--- config.mk ---
export PLATFORM = sky130hd
export DESIGN_NAME = phase_follow_nco
export DESIGN_NICKNAME = d
export VERILOG_FILES = /design/src/rtl/psnco_pkg.sv /design/src/rtl/psnco_sync_edge.sv /design/src/rtl/psnco_accum.sv /design/src/rtl/psnco_inc_ctrl.sv /design/src/rtl/psnco_lock.sv /design/src/rtl/phase_follow_nco.sv
export SDC_FILE = /design/constraint.sdc
export NUM_CORES = 2
export LEC_CHECK = 0
export ABC_CLOCK_PERIOD_IN_PS = 141000
export BUFFER_PORTS_ARGS = -buffer_cell sky130_fd_sc_hd__buf_2
export CORE_MARGIN = 2
export CORE_UTILIZATION = 45
export CTS_CLUSTER_SIZE = 12
export DETAILED_ROUTE_END_ITERATION = 16
export SLEW_MARGIN = 10
export SYNTH_ARGS = -nofsm -noshare
export SYNTH_HDL_FRONTEND = slang
export SYNTH_SLANG_ARGS = --single-unit
--- constraint.sdc ---
create_clock -name clk -period 141 [get_ports clk]
set_input_delay 35.25 -clock clk [delete_from_list [all_inputs] [get_ports clk]]
set_output_delay 35.25 -clock clk [all_outputs]
set_load 0.01 [all_outputs]
--- src/rtl/psnco_pkg.sv ---
package psnco_pkg;
   typedef enum logic [1:0] {
      M_TRACK     = 2'd0,
      M_SNAP      = 2'd1,
      M_COUNT     = 2'd2,
      M_TRACK_ALT = 2'd3
   } track_mode_e;
endpackage

--- src/rtl/psnco_sync_edge.sv ---
module psnco_sync_edge #(
   parameter int STAGES = 2
) (
   input  logic clk,
   input  logic rst_n,
   input  logic din,
   output logic pulse
);
   if (STAGES < 2) begin : g_bad_stages
      $error("psnco_sync_edge: STAGES must be at least 2");
   end

   logic [STAGES:0] chain;

   always_ff @(posedge clk or negedge rst_n) begin
      if (!rst_n) chain <= '0;
      else        chain <= {chain[STAGES-1:0], din};
   end

   assign pulse = chain[STAGES-1] & ~chain[STAGES];

   // one action per pulse, however long the pulse is held
   a_r3_one_cycle: assert property (@(posedge clk) disable iff (!rst_n)
      pulse |=> !pulse);
endmodule

--- src/rtl/psnco_accum.sv ---
module psnco_accum #(
   parameter int W = 32
) (
   input  logic         clk,
   input  logic         rst_n,
   input  logic         clr,
   input  logic [W-1:0] step,
   output logic [W-1:0] phase
);
   always_ff @(posedge clk or negedge rst_n) begin
      if (!rst_n)   phase <= '0;
      else if (clr) phase <= '0;
      else          phase <= phase + step;
   end

   a_r2_advance: assert property (@(posedge clk) disable iff (!rst_n)
      !clr |=> phase == W'($past(phase) + $past(step)));

   a_r4_snap_zero: assert property (@(posedge clk) disable iff (!rst_n)
      clr |=> phase == '0);
endmodule

--- src/rtl/psnco_inc_ctrl.sv ---
module psnco_inc_ctrl
   import psnco_pkg::*;
#(
   parameter int W        = 32,
   parameter int SHIFT_W  = 4,
   parameter int CLAMP_SH = 4,
   parameter bit HAS_COUNT = 1'b1
) (
   input  logic               clk,
   input  logic               rst_n,
   input  logic               evt,
   input  track_mode_e        mode,
   input  logic [W-1:0]       nominal,
   input  logic [SHIFT_W-1:0] shift,
   input  logic [W-1:0]       err,
   output logic [W-1:0]       inc,
   output logic               seeded
);
   localparam int XW = W + 2;
   localparam logic signed [XW-1:0] CAP = $signed({2'b00, {W{1'b1}}});

   if (CLAMP_SH < 1 || CLAMP_SH >= W) begin : g_bad_clamp
      $error("psnco_inc_ctrl: CLAMP_SH out of range");
   end

   logic signed [XW-1:0] nom_x, span, lo, hi_raw, hi, errx, corr, trial, bounded;
   logic [W-1:0] trk_inc, cnt_inc, cnt;
   logic         have_prev;

   always_comb begin
      nom_x  = $signed({2'b00, nominal});
      span   = $signed({2'b00, nominal >> CLAMP_SH});
      lo     = nom_x - span;
      hi_raw = nom_x + span;
      hi     = (hi_raw > CAP) ? CAP : hi_raw;
      errx   = $signed({{2{err[W-1]}}, err});
      corr   = errx >>> shift;
      trial  = nom_x - corr;
      if (trial < lo)      bounded = lo;
      else if (trial > hi) bounded = hi;
      else                 bounded = trial;
      trk_inc = bounded[W-1:0];
   end

   if (HAS_COUNT) begin : g_count
      localparam logic [W:0] CIRCLE = {1'b1, {W{1'b0}}};
      logic [W:0]   period;
      logic [W-1:0] quo;
      assign period  = {1'b0, cnt} + (W+1)'(1);
      assign quo     = W'(CIRCLE / period);
      assign cnt_inc = (have_prev && period >= (W+1)'(2)) ? quo : nominal;
   end else begin : g_no_count
      assign cnt_inc = nominal;
   end

   always_ff @(posedge clk or negedge rst_n) begin
      if (!rst_n) begin
         inc       <= '0;
         seeded    <= 1'b0;
         cnt       <= '0;
         have_prev <= 1'b0;
      end else if (evt) begin
         seeded    <= 1'b1;
         have_prev <= 1'b1;
         cnt       <= '0;
         case (mode)
            M_SNAP:  inc <= nominal;
            M_COUNT: inc <= cnt_inc;
            default: inc <= trk_inc;
         endcase
      end else begin
         if (cnt != '1) cnt <= cnt + W'(1);
         if (!seeded || mode == M_SNAP) inc <= nominal;
      end
   end

   a_r6_clamp: assert property (@(posedge clk) disable iff (!rst_n)
      (evt && (mode == M_TRACK || mode == M_TRACK_ALT)) |=>
         ($signed({2'b00, inc}) >= $past(lo) && $signed({2'b00, inc}) <= $past(hi)));

   a_r7_hold: assert property (@(posedge clk) disable iff (!rst_n)
      (!evt && seeded && mode != M_SNAP) |=> $stable(inc));

   a_r9_valid_sticky: assert property (@(posedge clk) disable iff (!rst_n)
      seeded |=> seeded);
endmodule

--- src/rtl/psnco_lock.sv ---
module psnco_lock #(
   parameter int W   = 32,
   parameter int RUN = 4
) (
   input  logic         clk,
   input  logic         rst_n,
   input  logic         evt,
   input  logic [W-1:0] err,
   input  logic [W-1:0] thresh,
   output logic         locked
);
   localparam int CW = $clog2(RUN + 1);

   if (RUN < 1) begin : g_bad_run
      $error("psnco_lock: RUN must be at least 1");
   end

   logic [CW-1:0] run;
   logic [W-1:0]  mag;
   logic          good;

   assign mag    = err[W-1] ? (~err + W'(1)) : err;
   assign good   = mag < thresh;
   assign locked = (run == CW'(RUN));

   always_ff @(posedge clk or negedge rst_n) begin
      if (!rst_n) run <= '0;
      else if (evt) begin
         if (!good)       run <= '0;
         else if (!locked) run <= run + CW'(1);
      end
   end

   a_r10_lock_rise: assert property (@(posedge clk) disable iff (!rst_n)
      $rose(locked) |-> ($past(evt) && $past(good)));

   a_r10_lock_drop: assert property (@(posedge clk) disable iff (!rst_n)
      (evt && !good) |=> !locked);
endmodule

--- src/rtl/phase_follow_nco.sv ---
module phase_follow_nco
   import psnco_pkg::*;
#(
   parameter int PHASE_W     = 32,
   parameter int SHIFT_W     = 4,
   parameter int SYNC_STAGES = 2,
   parameter int LOCK_RUN    = 4,
   parameter bit HAS_COUNT   = 1'b1
) (
   input  logic               clk,
   input  logic               rst_n,
   input  logic               sync_in,
   input  logic [1:0]         mode_sel,
   input  logic [PHASE_W-1:0] nominal_inc,
   input  logic [SHIFT_W-1:0] gain_shift,
   input  logic [PHASE_W-1:0] lock_thresh,
   output logic [PHASE_W-1:0] phase_out,
   output logic               phase_valid,
   output logic               locked,
   output logic [PHASE_W-1:0] inc_out
);
   if (PHASE_W < 8 || PHASE_W > 32) begin : g_bad_width
      $error("phase_follow_nco: PHASE_W must lie in 8..32");
   end

   track_mode_e mode;
   logic        evt, clr;

   assign mode = track_mode_e'(mode_sel);
   assign clr  = evt && (mode == M_SNAP);

   psnco_sync_edge #(.STAGES(SYNC_STAGES)) u_sync (
      .clk(clk), .rst_n(rst_n), .din(sync_in), .pulse(evt));

   psnco_accum #(.W(PHASE_W)) u_acc (
      .clk(clk), .rst_n(rst_n), .clr(clr), .step(inc_out), .phase(phase_out));

   psnco_inc_ctrl #(.W(PHASE_W), .SHIFT_W(SHIFT_W), .CLAMP_SH(4), .HAS_COUNT(HAS_COUNT)) u_inc (
      .clk(clk), .rst_n(rst_n), .evt(evt), .mode(mode), .nominal(nominal_inc),
      .shift(gain_shift), .err(phase_out), .inc(inc_out), .seeded(phase_valid));

   psnco_lock #(.W(PHASE_W), .RUN(LOCK_RUN)) u_lock (
      .clk(clk), .rst_n(rst_n), .evt(evt), .err(phase_out),
      .thresh(lock_thresh), .locked(locked));
endmodule

Word level (Yosys, flattened, before mapping) --
Cells that the tools add are included. Widths: inputs -> output; s select.
Word-level totals: input port bits 73, word-level logic and storage cells 49, output and inout port bits 66, bits in registers 103
Operators by class: multiplexer cells 13, order comparisons 5, equality and inequality tests 5, $add $sub $neg 8, bitwise logic cells 3, reduce and logical (&&, ||, !) cells 7, shift operators 1, div/mod/pow operators 1
Operator list (count):
- $mux 32 | 9
- $add 32x1->32 const B | 2
- $pmux 32 s2 | 1
- $gt 34x33->1 const B | 1
- $gt 34x34->1 | 1
- $lt 34x33->1 | 1
- $sshr 32x4->34 | 1
- $sub 33x34->34 | 1
- $add 32x1->33 const B | 1
- $add 32x28->33 | 1
- $div 33x33->33 const A | 1
- $ge 33x2->1 const B | 1
- $mux 33 | 1
- $sub 32x28->33 | 1
- $add 32x32->32 | 1
- $lt 32x32->1 | 1
- $ne 32x32->1 const B | 1
- $not 32->32 | 1
- $mux 3 | 2
- $reduce_bool 2->1 | 2
- $add 3x1->3 const B | 1
- $eq 3x3->1 const B | 1
- $eq 2x1->1 const B | 1
- $eq 2x2->1 const B | 1
- other kinds (7) | 8

Longest topological paths before layout --
word-level depth 8, mapped depth 413, depth with buffers taken out 375

Cells and area by module --
Synthesis repeated with hierarchy kept, for this count alone.
Second synthesis, totals: cell total of the unflattened synthesis 7334, area, all modules 50308.2 um^2
By module, submodules not included:
- psnco_inc_ctrl | area an instance 45841.5 um^2, instances 1, sequential area each 1626.6 um^2, cells each 6777
- psnco_accum | area an instance 2781.4 um^2, instances 1, sequential area each 800.8 um^2, cells each 334
- psnco_lock | area an instance 1587.8 um^2, instances 1, sequential area each 75.1 um^2, cells each 218
- psnco_sync_edge | area an instance 88.8 um^2, instances 1, sequential area each 75.1 um^2, cells each 4
- phase_follow_nco | area an instance 8.8 um^2, instances 1, sequential area each 0.0 um^2, cells each 1

Least setup slack after synthesis --
OpenSTA, ideal clock, no wires.
path type flip-flop to flip-flop, start point register u_inc.cnt[0], end point register u_inc.inc[0], stages on the path, launching flop included 391, path slack 60125 ps, period minus slack after synthesis 80875 ps, setup time 135 ps, buffers on the path 56, required time 140865 ps, data arrival time 80741 ps, cells stage by stage dfrtp_1 > ha_1 > clkbuf_1 > and3_1 > clkbuf_1 > and4_1 > xnor2_1 > o211ai_1 > or2_2 > nor4_2 > buf_2 > nand2_1 > nor2_1 > o21ai_0 > ha_1 > nand2_1 > o311ai_0 > a21boi_0 > (+355 left out) > o21ai_0 > ha_1 > nor2b_1 > o21ai_0 > a21boi_0 > o21a_1 > o21a_1 > o21a_1 > o21a_1 > o21a_1 > o21ai_0 > nand2b_1 > a21oi_1 > nor2b_1 > o21ai_0 > a21oi_1 > o41ai_1 > a211oi_1
On the way: longest elaborated chain between the ends 6, elaborated cells between the ends (all ways) 7, classes of those cells 1 x add/sub; 1 x div; 1 x order compare; 3 x mux; 1 x reduce/logical
RTL lines:
- start, declared | line psnco_inc_ctrl.sv:27 | logic [W-1:0] trk_inc, cnt_inc, cnt;
- start signal, assigned | line psnco_inc_ctrl.sv:72 | if (cnt != '1) cnt <= cnt + W'(1);
- $add 32x1->33 (*) | line psnco_inc_ctrl.sv:49 | assign period = {1'b0, cnt} + (W+1)'(1);
- branches (longest 2 deep; another with $div 33x33->33)
- $mux 32 (*) | line psnco_inc_ctrl.sv:51 | assign cnt_inc = (have_prev && period >= (W+1)'(2)) ? quo : nominal;
- $pmux 32 s2 (*) | line psnco_inc_ctrl.sv:66 | case (mode)
- $mux 32 (*) | line psnco_inc_ctrl.sv:62 | end else if (evt) begin
- end signal, assigned | line psnco_inc_ctrl.sv:67 | M_SNAP: inc <= nominal;
- end signal, assigned | line psnco_inc_ctrl.sv:68 | M_COUNT: inc <= cnt_inc;
- end signal, assigned | line psnco_inc_ctrl.sv:69 | default: inc <= trk_inc;
- end, declared | line psnco_inc_ctrl.sv:16 | output logic [W-1:0] inc,
Every way passes the cells marked *. A chain may end at the register's enable or synchronous reset.

Worst setup path in the final report --
Ends and elaborated chain as after synthesis.

==> results.txt <==
Buffers & Inverters on Critical Path: 23
clk_lat worst skew: 450 ps
die height: 340 microns
Area Growth Syn to Fin: 5.92%
total wire length: 236 mm
register area share after synthesis: 5.09%
nets@finish: 8212
max-cap violation count: 1
core box area: 112000 sq um
DIE AREA: 115000 sq um
drt pass-1 iters: 8
most frequent CP cell: a21oi_1
largest net degree at the start of global routing: 58
initial antenna violation count: 7
clock root cell: clkbuf_16
Final Wtd Congestion: 1.09
Syn Area/Cell: 6.84 sq um
Max Root-Sink Buffers: 2
top layer reached by signal wires: met5
Largest delay share family, worst path: compound AO/OA/AOI/OAI gates
ys flop type: dfrtp_1
final hold vios: 0
Die W: 340 microns
main area contributors after synthesis: ha_1 19%, a21oi_1 7.1%, xnor2_1 6.2%, nor2_1 5.6%, o21ai_0 5.2%
Hold-fix buffers, CTS: 0
CTS tree: built
Crit path arrival time: 95810 ps
via count: 59200
failing checks: capacitance limit, slew limit
initial cell density of the core: 45.2%
# IOs: 139
Setup CP Type: register to register
largest fanout on the critical path: 43
first-pass GRT wire length: 347 mm
vias in the first global route: 54900
slew margin rel.: -2.54%
Post-synth EDFFs: 0
CP max stage cell: nor4_2
WL/cell: 26.6 microns
post_cts resized: 0
Setup crit end kind: register
post-DP HPWL: 186 mm
IO Port Bufs: 138
met2 wire length: 100 mm
hold path start: u_sync.chain[0]$_DFF_PN0_
clock sinks: 103
post-route minimum period: 95550 ps
layout cell share with drive strength beyond 1: 7.38%
RSZ-0062 raised after global routing: false
syn_nets: 8241
initial DRC count: 6488
Final period util: 67.8%
Post-CTS Setup Bufs: 0
htree depth: 3
fmax: 10.5 MHz
# setup viols final: 0
number of synthesized register bits: 103
met3 WL post-DR: 23.9 mm
Final TNS setup: 0 ps
antenna viol nets, final: 0
FFs w/ async S/R, synth: 100%
met1 WL: 96.3 mm
Num CTS Buffers: 9
Netlist cell types: 100
startpoint class of the critical path: register
GR Overflow Total: 0
CP max stage delay: 900 ps
Reg clk slew, reported paths: 80 ps
row count: 123
post-synth top area cell: ha_1
Post-Syn Instances: 7410
Post-synth top cells: 754 x ha_1, 754 x nor2_1, 715 x a21oi_1
Worst-Margin Slew: 1500 ps
Max Slew Vio Count: 1
Hold Crit Class: register to register
synthesized area: 50700 sq um
YS warnings: 0
Setup crit start: u_inc.cnt[0]$_DFFE_PN0P_
drt drc: 0
Required @ worst endpoint: 141260 ps
R2R Path Start: u_inc.cnt[0]$_DFFE_PN0P_
all-layer global routing usage: 39.0%
Avg Vias per Cell: 6.65
status: finished with violations
Yosys top cell area share: 18.6%
Fin Clk Skew: 57.1 ps
[cell families (layout without fill, tap and decap cells)]
logic type,count (synthesis),count (layout),synth area share [%]
AO/OA/AOI/OAI,2666,2666,34.2
AND/OR/NAND/NOR,2476,2476,23.1
adder cells (fa/ha/maj),758,758,18.8
buffers and inverters,668,644,5.02
XOR/XNOR,536,536,9.26
multiplexers,202,202,4.47
flip-flops,103,103,5.09
other,1,6,0.00740
[metal layers]
metal,up-vias,global-route usage (%)
li1,27400,-
met1,27700,50.6
met2,3314,60.5
met3,736,7.54
met4,2,22.1
met5,-,0
[flip-flops by register name, summed over array words and instances (netlist names)]
signal / cells
u_inc.seeded: 1
u_inc.cnt: 32
u_sync.chain: 3
u_inc.inc: 32
u_acc.phase: 32
u_lock.run: 3
[placed cells by master (no fill, tap or decap), drive strengths merged, types with 20 or more instances in the layout]
| cell type | Yosys | layout |
|---|---|---|
| a211o | 36 | 36 |
| a211oi | 93 | 93 |
| a21boi | 49 | 49 |
| a21o | 342 | 342 |
| a21oi | 716 | 716 |
| a221oi | 58 | 58 |
| a31o | 25 | 25 |
| a31oi | 123 | 123 |
| and2 | 76 | 76 |
| and3 | 81 | 81 |
| and4 | 21 | 21 |
| buf | 57 | 262 |
| dfrtp | 103 | 103 |
| ha | 754 | 754 |
| inv | 364 | 368 |
| mux2 | 102 | 102 |
| mux2i | 92 | 92 |
| nand2 | 664 | 664 |
| nand2b | 114 | 114 |
| nand3 | 179 | 179 |
| nand4 | 114 | 114 |
| nor2 | 754 | 754 |
| nor2b | 80 | 80 |
| nor3 | 168 | 168 |
| nor4 | 42 | 42 |
| o211ai | 57 | 57 |
| o21a | 153 | 153 |
| o21ai | 541 | 541 |
| o21bai | 88 | 88 |
| o221ai | 23 | 23 |
| o22ai | 24 | 24 |
| o31a | 22 | 22 |
| o31ai | 85 | 85 |
| o41ai | 20 | 20 |
| or2 | 46 | 46 |
| or3 | 74 | 74 |
| xnor2 | 356 | 356 |
| xor2 | 180 | 180 |
[through the flow]
stage | cell area (sq um) | hold slack (ps) | utilization (%) | instances | setup slack (ps)
after floorplan | 50700 | 331 | - | 7410 | 60120
after global placement | 53300 | 340 | 47.6 | 8870 | 50470
after detailed placement | 53300 | 336 | 47.6 | 8870 | 48700
after CTS | 53700 | 356 | 47.9 | 8886 | 48340
after global routing | 53700 | 364 | 47.9 | 8888 | 38700
final | 53700 | 353 | 47.9 | 8891 | 45450
[final timing paths]
kind / to / slack, ps / depth (start not counted)
setup / recovery: u_inc.inc[0]$_DFFE_PN0P_ / 45450 / 347
hold / removal: u_sync.chain[1]$_DFF_PN0_ / 350 / 0
setup reg to reg: u_inc.inc[0]$_DFFE_PN0P_ / 45450 / 347
hold reg to reg: u_sync.chain[1]$_DFF_PN0_ / 350 / 0
max in group asynchronous: u_inc.cnt[0]$_DFFE_PN0P_ / 104680 / 2
min in group asynchronous: u_inc.inc[22]$_DFFE_PN0P_ / 34870 / 1
[area by class of cell]
cell class | count | area [sq um]
antenna | 5 | 12.5
tap | 1500 | 1880
inverter | 366 | 1370
timing repair buffer | 262 | 1620
fill | 11700 | 58400
clock buffer | 10 | 239
multi-input combinational | 6639 | 45900
sequential | 103 | 2580
clock inverter | 6 | 81.3
Power is left out: the tool's default activity adds up to more than one toggle a clock period on the data nets, which glitch-free logic cannot reach.
